File: src/rtl/stkmem_pkg.sv
`timescale 1ns/1ps
package stkmem_pkg;

    typedef enum logic [3:0] {
        OP_NONE = 4'd0,
        OP_PUSH = 4'd1,
        OP_POP  = 4'd2,
        OP_STY  = 4'd3,
        OP_STYI = 4'd4,
        OP_STYD = 4'd5,
        OP_LDY  = 4'd6,
        OP_BSET = 4'd7,
        OP_BCLR = 4'd8
    } op_e;

    typedef enum logic [1:0] {
        ST_IDLE = 2'd0,
        ST_BEAT = 2'd1,
        ST_RMW  = 2'd2,
        ST_FIN  = 2'd3
    } st_e;

    localparam logic [3:0] OP_LAST = 4'd8;

endpackage

File: src/rtl/stkmem_step.sv
`timescale 1ns/1ps
// Wrapping +1 / -1 stepper for a pointer of width W.
module stkmem_step #(
    parameter int W = 16
) (
    input  logic [W-1:0] val_i,
    input  logic         down_i,
    output logic [W-1:0] val_o
);
    localparam logic [W-1:0] ONE = W'(1);

    always_comb begin
        if (down_i) val_o = val_i - ONE;
        else        val_o = val_i + ONE;
    end
endmodule

File: src/rtl/stkmem_align.sv
`timescale 1ns/1ps
// Right-aligns a popped value that was shifted in from the top byte.
module stkmem_align #(
    parameter  int MAXB = 3,
    parameter  int LW   = 2,
    localparam int DW   = 8 * MAXB
) (
    input  logic [DW-1:0] acc_i,
    input  logic [LW-1:0] len_i,
    output logic [DW-1:0] val_o
);
    logic [DW-1:0] cand [MAXB];

    for (genvar k = 0; k < MAXB; k++) begin : g_len
        assign cand[k] = acc_i >> (8 * (MAXB - 1 - k));
    end

    always_comb begin
        val_o = cand[0];
        for (int k = 1; k < MAXB; k++) begin
            if (int'(len_i) == k + 1) val_o = cand[k];
        end
    end
endmodule

File: src/rtl/stkmem_bitop.sv
`timescale 1ns/1ps
// Forces one selected bit of a byte to the set/clear value.
module stkmem_bitop (
    input  logic [7:0] byte_i,
    input  logic [2:0] sel_i,
    input  logic       set_i,
    output logic [7:0] byte_o
);
    for (genvar b = 0; b < 8; b++) begin : g_bit
        assign byte_o[b] = (sel_i == 3'(b)) ? set_i : byte_i[b];
    end
endmodule

File: src/rtl/stkmem_unit.sv
`timescale 1ns/1ps
module stkmem_unit
    import stkmem_pkg::*;
#(
    parameter  int AW   = 12,
    parameter  int SP_W = 9,
    parameter  int MAXB = 3,
    parameter  int YW   = 16,
    parameter  logic [AW-1:0] STACK_BASE = AW'(16'h0100),
    parameter  logic [AW-1:0] IO_BASE    = AW'(16'h0020),
    localparam int DW   = 8 * MAXB,
    localparam int LW   = $clog2(MAXB + 1)
) (
    input  logic            clk,
    input  logic            rst_n,
    input  logic            req_valid,
    input  logic [3:0]      req_op,
    input  logic [LW-1:0]   req_len,
    input  logic [DW-1:0]   req_data,
    input  logic [YW-1:0]   req_y,
    input  logic [4:0]      req_io,
    input  logic [2:0]      req_bit,
    output logic            busy,
    output logic            done,
    output logic [DW-1:0]   rd_data,
    output logic [SP_W-1:0] sp_out,
    output logic [YW-1:0]   y_out,
    output logic            y_wr,
    output logic            mem_en,
    output logic            mem_we,
    output logic [AW-1:0]   mem_addr,
    output logic [7:0]      mem_wdata,
    input  logic [7:0]      mem_rdata
);
    typedef struct packed {
        st_e             st;
        op_e             op;
        logic [LW-1:0]   len;
        logic [LW-1:0]   cnt;
        logic [DW-1:0]   data;
        logic [SP_W-1:0] sp;
        logic [YW-1:0]   y;
        logic [DW-1:0]   acc;
        logic            pend;
        logic [4:0]      io;
        logic [2:0]      bsel;
        logic [DW-1:0]   rd;
        logic [YW-1:0]   yout;
        logic            ywr;
        logic            done;
    } ctx_t;

    ctx_t r_q, r_d;

    logic [SP_W-1:0] sp_inc, sp_dec;
    logic [YW-1:0]   y_pre, y_post;
    logic [DW-1:0]   acc_cap, pop_val;
    logic [7:0]      rmw_byte;
    logic [LW-1:0]   len_fix;
    logic            req_ok, req_stack;
    logic [AW-1:0]   stk_cur, stk_nxt, io_addr, y_addr;

    // pointer steppers
    stkmem_step #(.W(SP_W)) u_sp_inc (.val_i(r_q.sp), .down_i(1'b0), .val_o(sp_inc));
    stkmem_step #(.W(SP_W)) u_sp_dec (.val_i(r_q.sp), .down_i(1'b1), .val_o(sp_dec));
    stkmem_step #(.W(YW))   u_y_pre  (.val_i(req_y),  .down_i(1'b1), .val_o(y_pre));
    stkmem_step #(.W(YW))   u_y_post (.val_i(r_q.y),  .down_i(1'b0), .val_o(y_post));

    // read data arriving for the access issued last cycle
    assign acc_cap = r_q.pend ? {mem_rdata, r_q.acc[DW-1:8]} : r_q.acc;

    stkmem_align #(.MAXB(MAXB), .LW(LW)) u_align (
        .acc_i (acc_cap),
        .len_i (r_q.len),
        .val_o (pop_val)
    );

    stkmem_bitop u_bitop (
        .byte_i (mem_rdata),
        .sel_i  (r_q.bsel),
        .set_i  (r_q.op == OP_BSET),
        .byte_o (rmw_byte)
    );

    assign req_ok    = (req_op != 4'd0) && (req_op <= OP_LAST);
    assign req_stack = (req_op == OP_PUSH) || (req_op == OP_POP);

    always_comb begin
        if (req_len == '0)               len_fix = LW'(1);
        else if (int'(req_len) > MAXB)   len_fix = LW'(MAXB);
        else                             len_fix = req_len;
    end

    assign stk_cur = STACK_BASE + AW'(r_q.sp);
    assign stk_nxt = STACK_BASE + AW'(sp_inc);
    assign io_addr = IO_BASE + AW'(r_q.io);
    assign y_addr  = r_q.y[AW-1:0];

    always_comb begin
        r_d       = r_q;
        r_d.done  = 1'b0;
        r_d.ywr   = 1'b0;
        mem_en    = 1'b0;
        mem_we    = 1'b0;
        mem_addr  = '0;
        mem_wdata = '0;

        unique case (r_q.st)
            ST_IDLE: begin
                if (req_valid && req_ok) begin
                    r_d.st   = ST_BEAT;
                    r_d.op   = op_e'(req_op);
                    r_d.len  = req_stack ? len_fix : LW'(1);
                    r_d.cnt  = req_stack ? len_fix - LW'(1) : '0;
                    r_d.data = req_data;
                    r_d.acc  = '0;
                    r_d.pend = 1'b0;
                    r_d.io   = req_io;
                    r_d.bsel = req_bit;
                    r_d.y    = (req_op == OP_STYD) ? y_pre : req_y;
                end
            end

            ST_BEAT: begin
                mem_en   = 1'b1;
                r_d.acc  = acc_cap;
                r_d.pend = 1'b0;
                unique case (r_q.op)
                    OP_PUSH: begin
                        mem_we    = 1'b1;
                        mem_addr  = stk_cur;
                        mem_wdata = r_q.data[8*int'(r_q.cnt) +: 8];
                        r_d.sp    = sp_dec;
                    end
                    OP_POP: begin
                        mem_addr = stk_nxt;
                        r_d.sp   = sp_inc;
                        r_d.pend = 1'b1;
                    end
                    OP_STY, OP_STYI, OP_STYD: begin
                        mem_we    = 1'b1;
                        mem_addr  = y_addr;
                        mem_wdata = r_q.data[7:0];
                    end
                    OP_LDY: begin
                        mem_addr = y_addr;
                        r_d.pend = 1'b1;
                    end
                    OP_BSET, OP_BCLR: begin
                        mem_addr = io_addr;
                        r_d.pend = 1'b1;
                    end
                    default: begin
                        mem_en = 1'b0;
                    end
                endcase
                if (r_q.op == OP_BSET || r_q.op == OP_BCLR) begin
                    r_d.st = ST_RMW;
                end else if (r_q.cnt == '0) begin
                    r_d.st = ST_FIN;
                end else begin
                    r_d.cnt = r_q.cnt - LW'(1);
                end
            end

            ST_RMW: begin
                mem_en    = 1'b1;
                mem_we    = 1'b1;
                mem_addr  = io_addr;
                mem_wdata = rmw_byte;
                r_d.pend  = 1'b0;
                r_d.done  = 1'b1;
                r_d.st    = ST_IDLE;
            end

            ST_FIN: begin
                r_d.acc  = acc_cap;
                r_d.pend = 1'b0;
                r_d.done = 1'b1;
                r_d.st   = ST_IDLE;
                unique case (r_q.op)
                    OP_POP:  r_d.rd = pop_val;
                    OP_LDY: begin
                        r_d.rd   = DW'(mem_rdata);
                        r_d.yout = r_q.y;
                    end
                    OP_STY:  r_d.yout = r_q.y;
                    OP_STYI: begin
                        r_d.yout = y_post;
                        r_d.ywr  = 1'b1;
                    end
                    OP_STYD: begin
                        r_d.yout = r_q.y;
                        r_d.ywr  = 1'b1;
                    end
                    default: ;
                endcase
            end

            default: r_d.st = ST_IDLE;
        endcase
    end

    always_ff @(posedge clk) begin
        if (!rst_n) begin
            r_q    <= '0;
            r_q.st <= ST_IDLE;
            r_q.op <= OP_NONE;
            r_q.sp <= '1;
        end else begin
            r_q <= r_d;
        end
    end

    assign busy    = (r_q.st != ST_IDLE);
    assign done    = r_q.done;
    assign rd_data = r_q.rd;
    assign sp_out  = r_q.sp;
    assign y_out   = r_q.yout;
    assign y_wr    = r_q.ywr;

endmodule

File: config.mk
export PLATFORM = sky130hd
export DESIGN_NAME = stkmem_unit
export DESIGN_NICKNAME = d
export VERILOG_FILES = /design/src/rtl/stkmem_pkg.sv /design/src/rtl/stkmem_step.sv /design/src/rtl/stkmem_align.sv /design/src/rtl/stkmem_bitop.sv /design/src/rtl/stkmem_unit.sv
export SDC_FILE = /design/constraint.sdc
export NUM_CORES = 1
export LEC_CHECK = 0
export BUFFER_PORTS_ARGS = -buffer_cell sky130_fd_sc_hd__buf_2
export CAP_MARGIN = 15
export CORE_MARGIN = 3
export CORE_UTILIZATION = 35
export DETAILED_ROUTE_END_ITERATION = 7
export PLACE_DENSITY = 0.59
export SLEW_MARGIN = 20
export SYNTH_ARGS = -nofsm -noshare
export SYNTH_HDL_FRONTEND = slang
export SYNTH_SLANG_ARGS = --single-unit
File: constraint.sdc
create_clock -name clk -period 2.1 [get_ports clk]
set_input_delay 0.21 -clock clk [delete_from_list [all_inputs] [get_ports clk]]
set_output_delay 0.21 -clock clk [all_outputs]
set_load 0.01 [all_outputs]
==> key figures <==
Run status
  – Status: complete, but fails checks
  – Failing checks: setup timing

Detailed routing
  – Post-route DRC: 0
  – Post-route ant nets: 0
  – Drt wl/cell: 17.32 µm
  – Vias post-DR: 7114
  – Wl on met1: 10.54 mm
  – Total Wirelength: 23.06 mm
  – Top layer in use: met5
  – Routed length on met3: 1.165 mm
  – Initial drt markers: 566
  – Avg Vias per Cell: 5.341
  – First-pass detailed-route iteration total: 6
  – Met2 routed WL: 10.83 mm

Run
  – Number of max-cap violations: 0

Synthesis
  – Top FF cell, synth: dfxtp_1
  – Post-Syn Area: 7520 µm²
  – Syn_nets: 999
  – Post-Syn Instances: 925
  – Syn avg cell area: 8.129 µm²
  – Register bit total from synthesis: 134
  – Post-synth EDFFs: 0
  – FFs w/ async S/R, synth: 0%
  – Commonest cells post-synth: 134 x dfxtp_1, 126 x nand2_1, 92 x a21oi_1
  – Leading area contributor after synthesis: dfxtp_1
  – Most common cell in the netlist: dfxtp_1
  – Unique masters post-synth: 69
  – Post-synthesis sequential area ratio: 35.67%
  – Area share of the largest cell type after synthesis: 35.67%
  – Synth area leaders: dfxtp_1 36%, nand2_1 6.3%, a21oi_1 6.1%
  – YS warnings: 0

Placement
  – Final GP Congestion: 0.8435
  – Post-place setup slack: 116.5 ps
  – Detailed Place HPWL: 16.22 mm
  – PortBufs: 138
  – Post-DP Area: 8373 µm²

Critical path
  – R2R depth: 10
  – Setup crit start: r_q[128]
  – Reg-to-reg slack, setup: 100 ps
  – Crit path to: mem_addr[2]
  – Critical Path AT: 2040 ps
  – Reg-to-Reg End: sp_out[5]
  – CP max FO: 7
  – Crit. End Element: output port
  – R2r startpoint: r_q[130]
  – Startpoint Class: flop
  – Critical Path RT: 1890 ps
  – Setup Crit Path Kind: flop to output port

Cells and area
  – Final nets: 1123
  – Synthesis-to-finish area growth: 29.12%
  – Post-route cell area: 9709 µm²
  – # fillers: 2039
  – Layout cells sized above 1: 34.65%
  – Diode count: 0

Global route
  – GRT Util Overall: 19.14%
  – Initial antenna violation count: 2
  – Largest net degree at the start of global routing: 45
  – Vias in the first global route: 6878
  – Grt ovf: 0
  – First-pass GRT wire length: 36.87 mm

STA
  – Fin crit period: 2246 ps
  – Setup violations, final: 17
  – Fin. Hold Viols: 0
  – Setup ws final: -146.0 ps
  – Final Max Tran Viols: 0
  – WHS: 19.21 ps
  – Final Cycle Share: 107.0%
  – Slew @ Worst Pin: 673.3 ps
  – Max Freq: 0.4452 GHz
  – RSZ-0062 raised after global routing: yes
  – Worst slew margin: 55.05%
  – Worst clock skew: 7.099 ps
  – Setup TNS: -1028 ps

Die
  – Die W: 152.6 µm
  – Initial Utilization: 36.34%
  – Floorplan core area: 20690 µm²
  – Row count: 52
  – Top Ports: 139
  – Die area: 23280 µm²
  – Vert. Die Dim: 152.6 µm

Pwr
  – PwrDens: 884.4 nW/µm²
  – P_leak: 3.855 nW
  – Total Power: 0.008587 W
  – Worst-case vdd ir drop: 473.7 µV

Clocking
  – Hold Buf Count CTS: 0
  – H-tree Lvls: 4
  – # clock sinks: 134
  – Max clock buf depth: 2
  – CTS tree: done
  – Clk_lat worst skew: 420 ps
  – Clk pin slew, worst setup/hold paths: 60 ps
  – CTS Buf Count: 17
  – Root Driver: clkbuf_16

Min path
  – Worst hold-check path type: input pin to flop
[cells by family after synthesis]
kind of cell / count (synthesis) / share of synthesized area (%)
adders and majority gates: 9 / 1.498
and+or+nand+nor: 304 / 19.48
DFF: 134 / 35.67
buffers and inverters: 134 / 9.584
AOI/OAI and AO/OA: 246 / 21.16
xor gates and xnor gates: 41 / 4.775
muxes: 57 / 7.820
[state kept, by name, summed over array words and instances, names as in the netlist]
name,cells
y_wr,1
r_q,83
y_out,16
sp_out,9
done,1
rd_data,24
[area by class of cell]
class                   instances  area [µm²]  area share, %
flip-flops and latches        134        2699          27.80
well taps                     270       337.8          3.479
repair buffers                222        1480          15.24
clock buffers                  20       456.7          4.704
inverters                      17       63.81         0.6572
multi-input cells             657        4506          46.40
clock inverters                12       166.4          1.714
[per-stage QoR]
step,util (%),cells
floorplan,-,925
global placement,40.47,1274
detailed placement,40.47,1274
CTS,45.91,1324
global route,46.93,1332
finish,46.93,1332
[routing by layer]
| layer | GRT usage (%) | vias to the layer above |
|---|---|---|
| li1 | - | 3518 |
| met1 | 25.82 | 3324 |
| met2 | 30.58 | 223 |
| met3 | 3.976 | 45 |
| met4 | 6.491 | 4 |
| met5 | 0 | - |
[worst min path at each step]
stage          slack [ps]    startpoint  endpoint  depth (start not counted)
4_1_cts                10     req_io[0]   r_q[45]                          3
5_1_grt                 7     req_io[0]   r_q[45]                          3
2_1_floorplan         350   req_data[8]  r_q[108]                          2
3_5_place_dp          450       r_q[48]   r_q[48]                          2
3_3_place_gp          450       r_q[48]   r_q[48]                          2
6_report               20  req_data[13]  r_q[113]                          3
[timing repair]
item / 4_1_cts / 5_1_grt
cloned: 4 / 1
endpoints found under the hold margin: 0 / 0
gates resized for setup: 89 / 37
setup endpoints to repair: 22 / 52
pin swaps: 34 / 18
setup buffers: 14 / 7
[where the power goes]
| part | leakage (nW) | total, W | internal [W] | switching (W) |
|---|---|---|---|---|
| sequential | 1.09 | 0.00297 | 0.00275 | 0.000223 |
| clock | 0.304 | 0.00316 | 0.00195 | 0.00121 |
| combinational | 2.46 | 0.00245 | 0.00106 | 0.00139 |
[worst max-delay path, cell delays in order (launching register included)]
cell	delay, ps
dfxtp_2	330
or4b_4	560
buf_6	170
o21ai_2	150
a221oi_2	80
o21ai_1	170
buf_2	160
[layout by cell type (no fill, tap or decap), types with 4 or more instances in the layout]
cell type | netlist | routed
a22o_2 | 14 | 14
nor2_1 | 73 | 68
a222oi_1 | 5 | 5
nor4_1 | 8 | 5
inv_1 | 16 | 15
a22o_1 | 10 | 10
a221oi_2 | 0 | 6
o21ai_0 | 52 | 42
o21ai_1 | 0 | 7
dfxtp_1 | 134 | 123
nor4_2 | 2 | 4
buf_2 | 9 | 138
nand2_1 | 126 | 122
nor3_1 | 19 | 18
nor2_2 | 1 | 4
dfxtp_2 | 0 | 10
nand3_1 | 7 | 5
clkbuf_16 | 0 | 18
o221ai_1 | 5 | 5
buf_12 | 0 | 5
a22oi_2 | 0 | 9
a211oi_1 | 5 | 5
xnor2_1 | 23 | 22
ha_1 | 9 | 5
mux2i_1 | 43 | 43
a21oi_1 | 92 | 90
xor2_1 | 18 | 17
nand4_1 | 19 | 19
a22oi_1 | 25 | 16
o22ai_2 | 0 | 7
buf_4 | 50 | 58
mux2_2 | 14 | 13
and3_1 | 8 | 8
buf_6 | 1 | 19
and2_1 | 6 | 5
(Power assumes the default switching activity.)
